<file path="src/rtl/fetch_pkg.sv">
// Shared definitions for the fetch splitter.
// Assumes 4-bit operation codes and a register specifier nibble where 0xF means "none".
package fetch_pkg;

    localparam logic [3:0] NO_REG = 4'hF;

    localparam logic [3:0] OPC_HALT  = 4'h0;
    localparam logic [3:0] OPC_NOP   = 4'h1;
    localparam logic [3:0] OPC_CMOV  = 4'h2;
    localparam logic [3:0] OPC_LDIMM = 4'h3;
    localparam logic [3:0] OPC_STORE = 4'h4;
    localparam logic [3:0] OPC_LOAD  = 4'h5;
    localparam logic [3:0] OPC_ALU   = 4'h6;
    localparam logic [3:0] OPC_JUMP  = 4'h7;
    localparam logic [3:0] OPC_CALL  = 4'h8;
    localparam logic [3:0] OPC_RET   = 4'h9;
    localparam logic [3:0] OPC_PUSH  = 4'hA;
    localparam logic [3:0] OPC_POP   = 4'hB;

    // Instruction layout summary produced by the format decoder.
    typedef struct packed {
        logic       valid;    // operation code is defined
        logic       has_reg;  // byte 1 carries two register specifiers
        logic       has_imm;  // a constant is present
        logic       imm_at1;  // constant starts at byte 1 (else byte 2)
        logic [3:0] len;      // length in bytes
    } fmt_t;

endpackage

</file>
<file path="src/rtl/fetch_format_decode.sv">
// Maps an operation code to its instruction layout.
// Assumes codes above 0xB are undefined; those get a 1-byte length and no fields.
module fetch_format_decode
    import fetch_pkg::*;
(
    input  logic [3:0] icode,
    output fmt_t       fmt
);

    // Purpose: table from operation code to length and field presence.
    always_comb begin
        fmt = '{valid: 1'b0, has_reg: 1'b0, has_imm: 1'b0, imm_at1: 1'b0, len: 4'd1};
        case (icode)
            OPC_HALT, OPC_NOP, OPC_RET: begin
                fmt.valid = 1'b1;
                fmt.len   = 4'd1;
            end
            OPC_CMOV, OPC_ALU, OPC_PUSH, OPC_POP: begin
                fmt.valid   = 1'b1;
                fmt.has_reg = 1'b1;
                fmt.len     = 4'd2;
            end
            OPC_JUMP, OPC_CALL: begin
                fmt.valid   = 1'b1;
                fmt.has_imm = 1'b1;
                fmt.imm_at1 = 1'b1;
                fmt.len     = 4'd9;
            end
            OPC_LDIMM, OPC_STORE, OPC_LOAD: begin
                fmt.valid   = 1'b1;
                fmt.has_reg = 1'b1;
                fmt.has_imm = 1'b1;
                fmt.len     = 4'd10;
            end
            default: begin
                fmt.valid = 1'b0;
                fmt.len   = 4'd1;
            end
        endcase
    end

endmodule

</file>
<file path="src/rtl/fetch_field_extract.sv">
// Pulls register specifiers and the little-endian constant out of the bytes
// that follow byte 0. Assumes win_tail byte k is instruction byte k+1.
module fetch_field_extract
    import fetch_pkg::*;
#(
    parameter int IMM_BYTES = 8,
    localparam int TAIL_W   = 8 * (IMM_BYTES + 1),
    localparam int IMM_W    = 8 * IMM_BYTES
) (
    input  logic [TAIL_W-1:0] win_tail,
    input  fmt_t              fmt,
    output logic [3:0]        ra,
    output logic [3:0]        rb,
    output logic [IMM_W-1:0]  valc
);

    logic [7:0] reg_byte;
    assign reg_byte = win_tail[7:0];

    // Purpose: present register specifiers or the "none" value.
    always_comb begin
        if (fmt.has_reg) begin
            ra = reg_byte[7:4];
            rb = reg_byte[3:0];
        end else begin
            ra = NO_REG;
            rb = NO_REG;
        end
    end

    // One byte lane per constant byte, choosing between the two possible offsets.
    for (genvar b = 0; b < IMM_BYTES; b++) begin : g_imm_lane
        logic [7:0] from_b1;
        logic [7:0] from_b2;
        assign from_b1 = win_tail[8*b +: 8];
        assign from_b2 = win_tail[8*(b+1) +: 8];

        // Purpose: select the lane's byte, or zero when no constant exists.
        always_comb begin
            if (!fmt.has_imm)
                valc[8*b +: 8] = 8'h00;
            else if (fmt.imm_at1)
                valc[8*b +: 8] = from_b1;
            else
                valc[8*b +: 8] = from_b2;
        end
    end

endmodule

</file>
<file path="src/rtl/fetch_pc_unit.sv">
// Program-counter register plus next-address adder.
// Assumes a synchronous active-low reset; REG_PC picks the decode PC source.
module fetch_pc_unit #(
    parameter int              PC_W     = 64,
    parameter bit              REG_PC   = 1'b1,
    parameter logic [PC_W-1:0] RESET_PC = '0
) (
    input  logic            clk,
    input  logic            rst_n,
    input  logic            pc_load,
    input  logic            step,
    input  logic [PC_W-1:0] pc_in,
    input  logic [3:0]      len,
    output logic [PC_W-1:0] pc_reg,
    output logic [PC_W-1:0] pc_cur,
    output logic [PC_W-1:0] valp
);

    // Purpose: PC register with reset, load and step, load taking priority.
    always_ff @(posedge clk) begin
        if (!rst_n)
            pc_reg <= RESET_PC;
        else if (pc_load)
            pc_reg <= pc_in;
        else if (step)
            pc_reg <= valp;
    end

    if (REG_PC) begin : g_from_reg
        assign pc_cur = pc_reg;
    end else begin : g_from_port
        assign pc_cur = pc_in;
    end

    // Purpose: next sequential address, wrapping at the top of the space.
    always_comb begin
        valp = pc_cur + {{(PC_W-4){1'b0}}, len};
    end

endmodule

</file>
<file path="src/rtl/fetch_splitter.sv">
// Top of the fetch splitter: splits one instruction from a byte window and
// forms the next address. Assumes the window starts at pc_cur, byte 0 lowest.
module fetch_splitter
    import fetch_pkg::*;
#(
    parameter int                  PC_W      = 64,
    parameter int                  IMM_BYTES = 8,
    parameter bit                  REG_PC    = 1'b1,
    parameter logic [PC_W-1:0]     RESET_PC  = '0,
    localparam int                 WIN_W     = 8 * (IMM_BYTES + 2),
    localparam int                 IMM_W     = 8 * IMM_BYTES
) (
    input  logic              clk,
    input  logic              rst_n,
    input  logic              pc_load,
    input  logic              step,
    input  logic [PC_W-1:0]   pc_in,
    input  logic [WIN_W-1:0]  win,
    output logic [PC_W-1:0]   pc_reg,
    output logic [PC_W-1:0]   pc_cur,
    output logic [3:0]        icode,
    output logic [3:0]        ifun,
    output logic [3:0]        ra,
    output logic [3:0]        rb,
    output logic [IMM_W-1:0]  valc,
    output logic              invalid,
    output logic [PC_W-1:0]   valp
);

    fmt_t fmt;

    assign icode   = win[7:4];
    assign ifun    = win[3:0];
    assign invalid = !fmt.valid;

    fetch_format_decode u_fmt (
        .icode (icode),
        .fmt   (fmt)
    );

    fetch_field_extract #(.IMM_BYTES(IMM_BYTES)) u_fields (
        .win_tail (win[WIN_W-1:8]),
        .fmt      (fmt),
        .ra       (ra),
        .rb       (rb),
        .valc     (valc)
    );

    fetch_pc_unit #(.PC_W(PC_W), .REG_PC(REG_PC), .RESET_PC(RESET_PC)) u_pc (
        .clk     (clk),
        .rst_n   (rst_n),
        .pc_load (pc_load),
        .step    (step),
        .pc_in   (pc_in),
        .len     (fmt.len),
        .pc_reg  (pc_reg),
        .pc_cur  (pc_cur),
        .valp    (valp)
    );

endmodule

</file>
<file path="config.mk">
export PLATFORM = sky130hd
export DESIGN_NAME = fetch_splitter
export DESIGN_NICKNAME = d
export VERILOG_FILES = /design/src/rtl/fetch_pkg.sv /design/src/rtl/fetch_format_decode.sv /design/src/rtl/fetch_field_extract.sv /design/src/rtl/fetch_pc_unit.sv /design/src/rtl/fetch_splitter.sv
export SDC_FILE = /design/constraint.sdc
export NUM_CORES = 1
export LEC_CHECK = 0
export ABC_AREA = 1
export BUFFER_PORTS_ARGS = -buffer_cell sky130_fd_sc_hd__buf_2
export CORE_AREA = 2 2 164 166
export DETAILED_ROUTE_END_ITERATION = 8
export DIE_AREA = 0 0 166 168
export HOLD_SLACK_MARGIN = 0.02
export PLACE_DENSITY_LB_ADDON = 0.2
export SYNTH_ARGS = -nofsm -noshare
export SYNTH_HDL_FRONTEND = slang
export SYNTH_SLANG_ARGS = --single-unit
</file>
<file path="constraint.sdc">
create_clock -name clk -period 2.86 [get_ports clk]
set_input_delay 0.143 -clock clk [delete_from_list [all_inputs] [get_ports clk]]
set_output_delay 0.143 -clock clk [all_outputs]
set_load 0.02 [all_outputs]
</file>
Word-level counts from Yosys, hierarchy flattened
Cells that the tools add are included.
{"block": "classes", "addsub": 1, "eq_ne": 11, "n_mux": 25, "n_reduce_logical": 9}
{"cell": "$mux W64", "count": 2}
{"cell": "$mux W8", "count": 16}
{"cell": "$add A64 B4 Y64", "count": 1}
{"cell": "$eq A4 B3 Y1 const B", "count": 4}
{"cell": "$eq A4 B4 Y1 const B", "count": 4}
{"cell": "$pmux W4 S3", "count": 1}
{"cell": "$reduce_or A12 Y1", "count": 1}
{"cell": "$eq A4 B2 Y1 const B", "count": 2}
{"cell": "$mux W4", "count": 2}
{"cell": "$reduce_or A7 Y1", "count": 1}
{"cell": "$reduce_or A5 Y1", "count": 1}
{"cell": "$eq A4 B1 Y1 const B", "count": 1}
{"cell": "$logic_not A4 Y1", "count": 1}
{"cell": "$mux W1", "count": 4}
{"cell": "$reduce_or A4 Y1", "count": 1}
{"cell": "$reduce_or A3 Y1", "count": 1}
{"cell": "$reduce_bool A2 Y1", "count": 1}
{"cell": "$reduce_or A2 Y1", "count": 1}
{"cell": "$logic_not A1 Y1", "count": 1}
{"block": "word_totals", "regBits": 64, "input_bits": 148, "output_inout_bits": 273, "elab_cells": 47}

Depth between registers and ports, before layout
Gate-level depths: netlist of the first run.
{"block": "logic_depth", "depth_word": 6, "depth_mapped": 20, "depth_no_buf": 18}

Hierarchy
From an unflattened synthesis of the first run, not the netlist that was laid out.
{"block": "hier_totals", "hier_cells": 1212, "area_unflattened_um2": 6832.8}
{"mod": "fetch_pc_unit", "n_inst": 1, "cells_per_inst": 830, "area_each_um2": 5245.0, "seq_area_each_um2": 1281.2}
{"mod": "fetch_field_extract", "n_inst": 1, "cells_per_inst": 350, "area_each_um2": 1422.6, "seq_area_each_um2": 0.0}
{"mod": "fetch_format_decode", "n_inst": 1, "cells_per_inst": 23, "area_each_um2": 101.3, "seq_area_each_um2": 0.0}
{"mod": "fetch_splitter", "n_inst": 1, "cells_per_inst": 9, "area_each_um2": 63.8, "seq_area_each_um2": 0.0}

Worst setup path before layout of the first run
No wires, ideal clock.
{"block": "synth_timing", "path_type": "input-to-reg", "from": "in win[6]", "to": "reg u_pc.pc_reg[30], in the netlist u_pc.pc_cur[30]", "setup_time_ns": 0.070, "arrival_time_ns": 2.511, "required_time_ns": 2.790, "path_slack_ns": 0.279, "stages": 17, "path_buffers": 2, "cell_sequence": "inv_1 nor2_1 inv_1 nor2_1 a31oi_2 nand3_2 buf_4 buf_2 ha_1 nand3_1 nand2_2 nand2_2 nor2_2 nand2_1 xnor2_1 nand2_1 a21oi_1"}
{"block": "synth_between", "elab_chain_cells": 6, "word_cells_on_any_way": 16, "cone_classes": "add/sub (1); eq/ne (9); mux (3); reduce/logical (3)"}
{"element": "start: declaration", "line_no": "fetch_splitter.sv:18", "text": "input logic [WIN_W-1:0] win,"}
{"element": "$eq A4 B2 Y1, or another cell as far along", "line_no": "fetch_format_decode.sv:13", "text": "case (icode)"}
{"element": "$reduce_or A4 Y1, or another cell as far along"}
{"element": "$pmux W4 S3 (*)", "line_no": "fetch_format_decode.sv:13"}
{"element": "$add A64 B4 Y64 (*)", "line_no": "fetch_pc_unit.sv:37", "text": "valp = pc_cur + {{(PC_W-4){1'b0}}, len};"}
{"element": "net valp[30]", "line_no": "fetch_splitter.sv:27", "text": "output logic [PC_W-1:0] valp"}
{"element": "$mux W64 (*)", "line_no": "fetch_pc_unit.sv:25", "text": "else if (step)"}
{"element": "$mux W64 (*)", "line_no": "fetch_pc_unit.sv:23", "text": "else if (pc_load)"}
{"element": "end signal: assignment", "line_no": "fetch_pc_unit.sv:24", "text": "pc_reg <= pc_in;"}
{"element": "end signal: assignment", "line_no": "fetch_pc_unit.sv:26", "text": "pc_reg <= valp;"}
{"element": "end: declaration", "line_no": "fetch_pc_unit.sv:14", "text": "output logic [PC_W-1:0] pc_reg,"}
Mark *: on every way through the listed nets, which the timed path passes. The rest lies on a longest branch. The select of a mux whose other input is x is not followed.
A chain may end at the register's enable or synchronous reset.

Worst setup path after layout of the first run
{"block": "layout_timing", "from": "in win[6]", "to": "out valp[40]"}
{"block": "layout_between", "elab_chain_cells": 4, "word_cells_on_any_way": 14, "cone_classes": "add/sub (1); eq/ne (9); mux (1); reduce/logical (3)"}
{"element": "$eq A4 B2 Y1, or another cell as far along", "line_no": "fetch_format_decode.sv:13"}
{"element": "$reduce_or A4 Y1, or another cell as far along"}
{"element": "$pmux W4 S3 (*)", "line_no": "fetch_format_decode.sv:13"}
{"element": "$add A64 B4 Y64 (*)", "line_no": "fetch_pc_unit.sv:37"}
{"element": "end: declaration", "line_no": "fetch_splitter.sv:27"}
Every way passes the cells marked *; elsewhere a longest branch is shown, timed or not.

==> results of run 1 <==
-- routing by layer --
metal | track usage | up-vias | part of all wire
met5 | 0 | - | 0
met4 | 0.0741 | 0 | 0.028
met3 | 0.0364 | 41 | 0.062
met2 | 0.402 | 329 | 0.50
met1 | 0.265 | 3855 | 0.41
li1 | - | 4127 | -
-- cell type report --
type / count / area [sq um] / share of cell area
antenna: 3 / 7.51 / 0.000861
clock buffer: 13 / 250 / 0.0287
clock inverter: 3 / 65.1 / 0.00746
inverter: 123 / 462 / 0.0530
multi-input combinational: 802 / 4040 / 0.463
sequential: 64 / 1280 / 0.147
tap: 341 / 427 / 0.0489
timing repair buffer: 427 / 2190 / 0.251
-- kinds of logic (layout without fill, tap and decap cells) --
group | after synthesis | after routing | synth area share
flops | 64 | 64 | 0.198
buf+inv | 239 | 566 | 0.183
other cells | 0 | 3 | 0
simple gates | 517 | 517 | 0.340
fa+ha+maj | 4 | 4 | 0.00890
xor+xnor | 39 | 39 | 0.0598
compound gates | 242 | 242 | 0.210
-- power groups by stage --
stage | Sequential [uW] | Combinational (uW) | Clock, uW
after detailed placement | 1080 | 1100 | 0
after floorplan | 1110 | 667 | 0
after global routing | 1070 | 1190 | 1280
final | 1060 | 1100 | 1210
after global placement | 1080 | 1100 | 0
after CTS | 1060 | 1110 | 1240
-- worst register-to-register path, stage by stage (launching register included) --
cell	delay [ns]
dfxtp_1	0.34
ha_1	0.27
fa_1	0.43
nand3_1	0.11
nand2_2	0.13
nand3_2	0.15
inv_2	0.07
nand2_2	0.14
inv_1	0.08
nand2_1	0.06
nand2_1	0.04
nand2_1	0.07
nand2_1	0.06
a21oi_1	0.14
-- Yosys cell counts, drive strengths merged --
library cell	instances
a21oi	101
a22oi	45
a31oi	18
and2	6
buf	82
clkbuf	34
clkinv	1
dfxtp	64
fa	1
ha	3
inv	122
nand2	319
nand3	34
nand3b	4
nand4	12
nor2	133
nor3	1
o21ai	76
o21bai	1
o22ai	1
or2	8
xnor2	25
xor2	14
-- through the flow --
| stage | hold WS (ns) | total power (uW) | utilization | instance area (sq um) |
|---|---|---|---|---|
| global route | 0.0394 | 3540 | 0.331 | 8720 |
| detailed placement | 0.286 | 2180 | 0.318 | 8380 |
| finish | 0.0334 | 3370 | 0.331 | 8720 |
| floorplan | 0.241 | 1770 | - | 6470 |
| global placement | 0.286 | 2180 | 0.318 | 8380 |
| CTS | 0.0212 | 3410 | 0.330 | 8700 |
-- how the worst max path moves through the flow --
stage / from / end / slack [ns] / cells after the start
6_report: win[6] / valp[40] / 0.22 / 15
5_1_grt: win[6] / valp[58] / 0.04 / 18
4_1_cts: win[6] / valp[58] / 0.11 / 18
3_5_place_dp: win[6] / valp[58] / 0.13 / 18
3_3_place_gp: win[6] / valp[58] / 0.16 / 18
2_1_floorplan: win[6] / u_pc.pc_cur[30]$_SDFFE_PN0P_ / 0.28 / 17
==> impl_metrics.ini, run 1 <==
[setup_path]
path_buf_inv = 6
cp_slowest_stage_delay_ns = 0.42
required_ns = 2.72
cp_common_cell = inv_1
critPathCaptureType = output port
r2r-end = u_pc.pc_cur[58]$_SDFFE_PN0P_
cp.arrival_ns = 2.50
rr_startpoint = u_pc.pc_cur[0]$_SDFFE_PN0P_
reg2reg_depth = 13
path_cells = buf_2 > inv_1 > nor2_1 > inv_1 > o22ai_2 > inv_1 > ha_1 > fa_1 > nand3_1 > nand2_2 > nand2_2 > inv_2 > nand3_1 > xnor2_1 > buf_2
crit_family = simple AND/OR/NAND/NOR gates
path_class = in2out
cpMaxStageDelayCell = fa_1
start_kind = primary input
r2r_setup_slack_ns = 0.71
cp_max_fo = 6

[worst_hold_path]
hp-class = in2reg
hold_end = u_pc.pc_cur[0]$_SDFFE_PN0P_
holdPathStages = 3
hp-start = rst_n

[cts]
clockBufferDepth = 2
cts_resized = 0
postCtsHoldBufs = 0
post_cts_buffers = 0
cts_max_level = 3
clk_pin_slew_worst_paths_ns = 0.06
cts-root-buf = clkbuf_16
cts_made_buffers = 9
clkLatencyLatePin_ns = 0.34
clock_sinks = 64
cts_tree = done

[placement]
dp_slack_ns = 0.129
dp_hpwl_mm = 26.8
dp.cells = 1757
finalWeightedCongestion = 0.915
io_buffers = 412

[synthesis]
synth_cell_type_count = 36
synth.area.top_cells = dfxtp_1 (20%), nand2_1 (18%), buf_4 (8.5%)
synth.net_count = 1257
synth_area_sq_um = 6470
synth-seq-cells = 64
syn_avg_cell_area_sq_um = 5.86
synth_warnings = 0
synth.yosys.seq_area_share = 0.198
synth_top_area_share = 0.198
synthCells = 1105
yosys.area.top_type = dfxtp_1

[pwr]
clockPowerShare = 0.360
p_seq_frac = 0.315
p_int_uw = 2110
pwr-share-comb = 0.326
vdd_drop_max_uv = 258
power_leakage_uw = 0.00442
power_density_nw_per_um2 = 387
p_sw_uw = 1260
sw_frac_of_total = 0.375

[grt]
grt_pass1_wl_mm = 47.3
overflow = 0
grt_max_degree = 122
antenna_found_initial = 3
grt_pass1_vias = 7785
gr-usage-all-layers = 0.221

[layout]
finalNonFillerCells = 1776
mostFrequentLayoutCell = buf_2
n_fill_cell = 3012
drive_above_1_share = 0.351
layout.cells.most_common_list = buf_2 (412), nand2_1 (303), inv_1 (117), nor2_1 (111), a21oi_1 (100)
layout.nets = 1579
areaGrowthSynthToFinish_pct = 34.8
largest_reg_flops = 64

[job]
drv_cap = 0

[die]
dieArea_sq_um = 27900
fp.dieW_microns = 166
core_area_sq_um = 26400
initial_utilization = 0.246
io_pins = 421
dieHeight_microns = 168
num_rows = 60

[sta]
rsz0062_at_grt = no
fmax_mhz = 379
finalWorstSetupSlack_ns = 0.219
maxSlewViolCount = 0
finalHoldViolCount = 0
fin_crit_ns = 2.64
skew_ns = 0.00477
min_period_over_period = 0.924
fin_tns_setup_ns = 0
tightest_slew_ns = 0.956
maxSlewHeadroom = 0.363
setup_viol = 0

[route]
drc = 0
first_pass_iters = 5
vias_per_cell = 4.70
vias = 8352
wl_per_cell_microns = 18.2
detail-route-antenna-nets = 0
drtIter0Drc = 414
finalWirelength_mm = 32.3

[run_status]
status = completed
Note: power is estimated with default switching activity, not from simulation.
==> run 2, diff against run 1 <==
--- a/config.mk
+++ b/config.mk
@@ -7,7 +7,7 @@
 export LEC_CHECK = 0
 export ABC_AREA = 1
 export BUFFER_PORTS_ARGS = -buffer_cell sky130_fd_sc_hd__buf_2
-export CORE_AREA = 2 2 164 166
+export CORE_AREA = 4 4 162 164
 export DETAILED_ROUTE_END_ITERATION = 8
 export DIE_AREA = 0 0 166 168
 export HOLD_SLACK_MARGIN = 0.02
==> run 2 against run 1 <==
Against the previous run: wire length rose by 4.5%; global-route usage rose by 0.95 points; fmax fell by 0.53%; clock skew rose by 0.0039 ns; via count fell by 0.61%; sequential power barely moved; worst hold slack improved by 0.033 ns.
==> impl_metrics.ini, run 2 (synthesis results as in run 1) <==
[pwr]
power_density_nw_per_um2 = 393
power_leakage_uw = 0.00442
report.power.total_uw = 3420
vdd_drop_max_uv = 256

[layout]
finalNonFillerCells = 1764
fin_util = 0.349
layout.nets = 1578
areaGrowthSynthToFinish_pct = 34.4
seqCellArea_sq_um = 1280
largest_reg_flops = 64
n_fill_cell = 2926
drive_above_1_share = 0.350
mostFrequentLayoutCell = buf_2
multiInputGateArea_sq_um = 4040
layout.cells.most_common_list = buf_2 (412), nand2_1 (305), inv_1 (117), nor2_1 (111), a21oi_1 (100)

[setup_path]
path_cells = buf_2 > inv_1 > nor2_1 > inv_1 > o22ai_2 > inv_1 > ha_1 > fa_1 > nand3_1 > nand2_2 > nand2_2 > inv_1 > nand2_1 > o21ai_0 > nand2_1 > buf_2
cp_max_fo = 6
start_kind = primary input
cp_slowest_stage_delay_ns = 0.41
path_class = in2out
cp.arrival_ns = 2.51
cp_common_cell = inv_1
critPathCaptureType = output port
critical_path.startpoint = win[6]
required_ns = 2.72
cpMaxStageDelayCell = fa_1
rr_startpoint = u_pc.pc_cur[0]$_SDFFE_PN0P_

[sta]
skew_ns = 0.00869
maxSlewViolCount = 0
finalHoldViolCount = 0
fin_crit_ns = 2.66
fmax_mhz = 377
whs_ns = 0.0661
maxSlewHeadroom = 0.339
min_period_over_period = 0.929
tightest_slew_ns = 0.992
rsz0062_at_grt = no
setup_viol = 0
fin_tns_setup_ns = 0

[worst_hold_path]
hp-class = in2reg
hp-start = pc_in[7]

[die]
num_rows = 58
initial_utilization = 0.260
io_pins = 421
dieHeight_microns = 168
dieArea_sq_um = 27900
fp.dieW_microns = 166
core_area_sq_um = 24900

[route]
vias_per_cell = 4.71
drc = 0
drtIter0Drc = 505
wl_per_cell_microns = 19.1
vias = 8301
first_pass_iters = 7
detail-route-antenna-nets = 0
finalWirelength_mm = 33.8

[grt]
gr-usage-all-layers = 0.231
overflow = 0
grt_max_degree = 122
antenna_found_initial = 6
grt_pass1_wl_mm = 49.9
grt_pass1_vias = 8194

[cts]
post_cts_buffers = 0
cts_max_level = 3
clockBufferDepth = 2
cts_tree = done
clkLatencyLatePin_ns = 0.35
clk_pin_slew_worst_paths_ns = 0.06
clock_sinks = 64
cts_made_buffers = 9
cts-root-buf = clkbuf_16

[placement]
dp_hpwl_mm = 27.9
io_buffers = 412
dp.cells = 1744
finalWeightedCongestion = 0.993

[job]
drv_cap = 0

[run_status]
status = completed
==> run 2: cell types whose count changed in the layout (fill, tap and decap cells not counted), sizes merged <==
| cell | previous run | this run |
|---|---|---|
| diode | 3 | 4 |
| dlygate4sd3 | 0 | 1 |
| buf | 427 | 425 |
| clkbuf | 13 | 12 |
==> run 2: worst paths after layout <==
| path | end | slack (ns) | depth (start not counted) |
|---|---|---|---|
| hold / removal | u_pc.pc_cur[7]$_SDFFE_PN0P_ | 0.07 | 3 |
| setup / recovery | valp[54] | 0.20 | 16 |
| setup reg to reg | u_pc.pc_cur[62]$_SDFFE_PN0P_ | 0.61 | 11 |
| hold reg to reg | u_pc.pc_cur[3]$_SDFFE_PN0P_ | 0.54 | 2 |
==> run 2: per-stage QoR <==
stage               cell area (sq um)  setup WS [ns]
finish                           8700          0.204
global route                     8700        0.00706
CTS                              8670          0.145
detailed placement               8340          0.163
global placement                 8340          0.237
floorplan                        6470          0.279
==> run 2: final cells by class <==
class                      count  share of cell area
timing repair buffer         426               0.249
clock inverter                 3             0.00748
tap                          330              0.0475
sequential                    64               0.147
clock buffer                  12              0.0295
antenna                        4             0.00115
multi-input combinational    802               0.465
inverter                     123              0.0531
==> run 2: metal layers <==
| layer | up-vias | global-route usage | part of all wire |
|---|---|---|---|
| met1 | 3793 | 0.256 | 0.39 |
| met5 | - | 0 | 0.00080 |
| met3 | 52 | 0.0589 | 0.068 |
| li1 | 4119 | - | - |
| met2 | 333 | 0.429 | 0.51 |
| met4 | 4 | 0.0782 | 0.033 |
==> run 2: timing repair <==
action	in CTS	in global routing
hold endpoints to repair	2	0
resized for setup	0	2
setup endpoints to repair	0	10
hold buffers	1	0
==> run 2: critical path, delay by kind of cell <==
family,cells,cell delay [ns]
fa+ha+maj,2,0.62
buf+inv,6,0.66
simple gates,6,0.84
compound gates,2,0.26
==> run 2: power breakdown <==
part | total [uW] | internal [uW] | switching [uW]
sequential | 1050 | 945 | 109
combinational | 1120 | 374 | 745
clock | 1250 | 805 | 442
==> run 3, diff against run 2 <==
--- a/config.mk
+++ b/config.mk
@@ -7,11 +7,13 @@
 export LEC_CHECK = 0
 export ABC_AREA = 1
 export BUFFER_PORTS_ARGS = -buffer_cell sky130_fd_sc_hd__buf_2
-export CORE_AREA = 4 4 162 164
+export CORE_AREA = 4 4 161 163
 export DETAILED_ROUTE_END_ITERATION = 8
-export DIE_AREA = 0 0 166 168
+export DIE_AREA = 0 0 165 167
 export HOLD_SLACK_MARGIN = 0.02
 export PLACE_DENSITY_LB_ADDON = 0.2
+export SETUP_SLACK_MARGIN = 0.2
 export SYNTH_ARGS = -nofsm -noshare
 export SYNTH_HDL_FRONTEND = slang
+export SYNTH_HIERARCHICAL = 1
 export SYNTH_SLANG_ARGS = --single-unit
==> run 3 against run 2 <==
Against the previous run: clock power down 7%; synthesized cell count up 9.7%; area after synthesis up 5.6%; first-iteration DRC count up 38%; sequential share of layout area down 0.53 points; via count up 4.7%; flip-flop and latch count unchanged; largest power group is now combinational logic.
==> impl_metrics.ini, run 3 <==
[run_status]
status = completed

[synthesis]
synth_cell_type_count = 35
async_flop_share = 0
synth-seq-cells = 64
yosys.area.top_type = nand2_1
synth_area_sq_um = 6830
synthCells = 1212
synth.yosys.seq_area_share = 0.188
synth-edff-count = 0
synth_warnings = 6
synthTopCellsByCount = nand2_1 (412), nor2_1 (234), inv_1 (110), buf_4 (76), dfxtp_1 (64)
synth.net_count = 1365
synth_flop_cell = dfxtp_1
synth_most_common_cell = nand2_1
synth.area.top_cells = nand2_1 (23%), dfxtp_1 (19%), nor2_1 (13%)
syn_avg_cell_area_sq_um = 5.64
synth_top_area_share = 0.226

[setup_path]
r2r-end = u_pc/pc_cur[51]$_SDFFE_PN0P_
endpoint = valp[43]
reg2reg_depth = 11
start_kind = flip-flop
cp.arrival_ns = 2.38
required_ns = 2.72
critPathCaptureType = output port
rr_startpoint = u_pc/pc_cur[15]$_SDFFE_PN0P_
cp_max_fo = 6
path_class = reg2out
critical_path.startpoint = u_pc/pc_cur[20]$_SDFFE_PN0P_
r2r_setup_slack_ns = 0.74

[placement]
dp_hpwl_mm = 27.2
placed_area_sq_um = 8620
io_buffers = 412
finalWeightedCongestion = 0.974

[pwr]
pwr-share-comb = 0.349
power_leakage_uw = 0.00471
sw_frac_of_total = 0.397
p_sw_uw = 1350
clockPowerShare = 0.340
power_density_nw_per_um2 = 377
p_int_uw = 2050
vdd_drop_max_uv = 214
p_seq_frac = 0.310

[sta]
finalHoldViolCount = 0
maxSlewViolCount = 0
maxSlewHeadroom = 0.441
fmax_mhz = 396
setup_viol = 0
tightest_slew_ns = 0.837
min_period_over_period = 0.882
rsz0062_at_grt = no
skew_ns = 0.00854
fin_crit_ns = 2.52
fin_tns_setup_ns = 0

[layout]
final_cell_area_sq_um = 9030
mostFrequentLayoutCell = buf_2
layout.cells.most_common_list = buf_2 (412), nand2_1 (408), nor2_1 (229), inv_1 (110), dfxtp_1 (63)
areaGrowthSynthToFinish_pct = 32.2
largest_reg_flops = 64
drive_above_1_share = 0.323
layout.nets = 1685

[cts]
cts_made_buffers = 9
clockBufferDepth = 2
clock_sinks = 64
clkLatencyLatePin_ns = 0.35
cts_tree = done
cts_max_level = 3
cts-root-buf = clkbuf_16
clk_pin_slew_worst_paths_ns = 0.06

[die]
num_rows = 57
core_area_sq_um = 24300
fp.dieW_microns = 165
dieHeight_microns = 167
io_pins = 421
initial_utilization = 0.281
dieArea_sq_um = 27600

[grt]
gr-usage-all-layers = 0.227
grt_pass1_vias = 7991
grt_pass1_wl_mm = 48.0
grt_max_degree = 64
antenna_found_initial = 3
overflow = 0

[route]
drtIter0Drc = 696
vias_per_cell = 4.66
finalWirelength_mm = 33.2
first_pass_iters = 5
detail-route-antenna-nets = 0
wl_per_cell_microns = 17.8
vias = 8693
drc = 0

[job]
drv_cap = 0

[worst_hold_path]
hp-class = in2reg
-- run 3: layout make-up --
cell class / count / area (sq um)
fill: 2836 / 15300
multi-input combinational: 915 / 4380
timing repair buffer: 430 / 2240
sequential: 64 / 1280
inverter: 112 / 420
tap: 324 / 405
clock buffer: 11 / 243
clock inverter: 5 / 56.3
antenna: 3 / 7.51
-- run 3: timing repair --
action                                  CTS  global route
resized for setup                         4            12
hold buffers                              1             0
endpoints found under the hold margin     2             0
endpoints found under the setup margin    8            31
setup buffers                             0             2
gates cloned                              0             0
pin swaps                                 0             2
-- run 3: how the worst min path moves through the flow --
| stage | cells after the start | end | slack [ns] | from |
|---|---|---|---|---|
| 2_1_floorplan | 2 | u_pc/pc_cur[0]$_SDFFE_PN0P_ | 0.24 | rst_n |
| 3_3_place_gp | 0 | ifun[1] | 0.29 | win[1] |
| 3_5_place_dp | 0 | ifun[1] | 0.29 | win[1] |
| 4_1_cts | 3 | u_pc/pc_cur[5]$_SDFFE_PN0P_ | 0.05 | pc_in[5] |
| 5_1_grt | 3 | u_pc/pc_cur[4]$_SDFFE_PN0P_ | 0.08 | pc_in[4] |
| 6_report | 3 | u_pc/pc_cur[5]$_SDFFE_PN0P_ | 0.06 | pc_in[5] |
-- run 3: cell families after synthesis --
logic type,share of synthesized area
DFF,0.188
AOI/OAI and AO/OA,0.118
other,0.000549
buffers and inverters,0.185
and+or+nand+nor,0.443
adders and majority gates,0.0103
xor gates and xnor gates,0.0564
-- run 3: routing by layer --
layer / wire, microns / vias up / global-route usage / part of all wire
li1: - / 4345 / - / -
met1: 14000 / 3962 / 0.293 / 0.42
met2: 16300 / 359 / 0.395 / 0.49
met3: 2470 / 27 / 0.0376 / 0.074
met4: 397 / 0 / 0.0456 / 0.012
met5: 0 / - / 0 / 0
-- run 3: worst max-delay path, stage by stage, from the launching register on --
cell,delay (ns)
dfxtp_1,0.45
nand2_1,0.12
nor2_1,0.29
nand4_1,0.25
nor2_2,0.34
nand2_1,0.10
nand2_1,0.08
and2_1,0.19
buf_2,0.21
-- run 3: power groups by stage --
stage / logic [uW] / clock network (uW) / registers, uW
3_5_place_dp: 1190 / 0 / 1080
3_3_place_gp: 1190 / 0 / 1080
4_1_cts: 1200 / 1190 / 1060
5_1_grt: 1300 / 1220 / 1070
2_1_floorplan: 746 / 0 / 1100
6_report: 1190 / 1160 / 1060
-- run 3: through the flow --
step	setup slack, ns	total power [uW]	instances	hold WS, ns	util
3_5_place_dp	0.302	2260	1842	0.286	0.355
3_3_place_gp	0.368	2270	1842	0.286	0.355
2_1_floorplan	0.689	1850	1212	0.241	-
6_report	0.337	3400	1864	0.0635	0.371
5_1_grt	0.197	3580	1864	0.0784	0.371
4_1_cts	0.168	3440	1859	0.0472	0.368
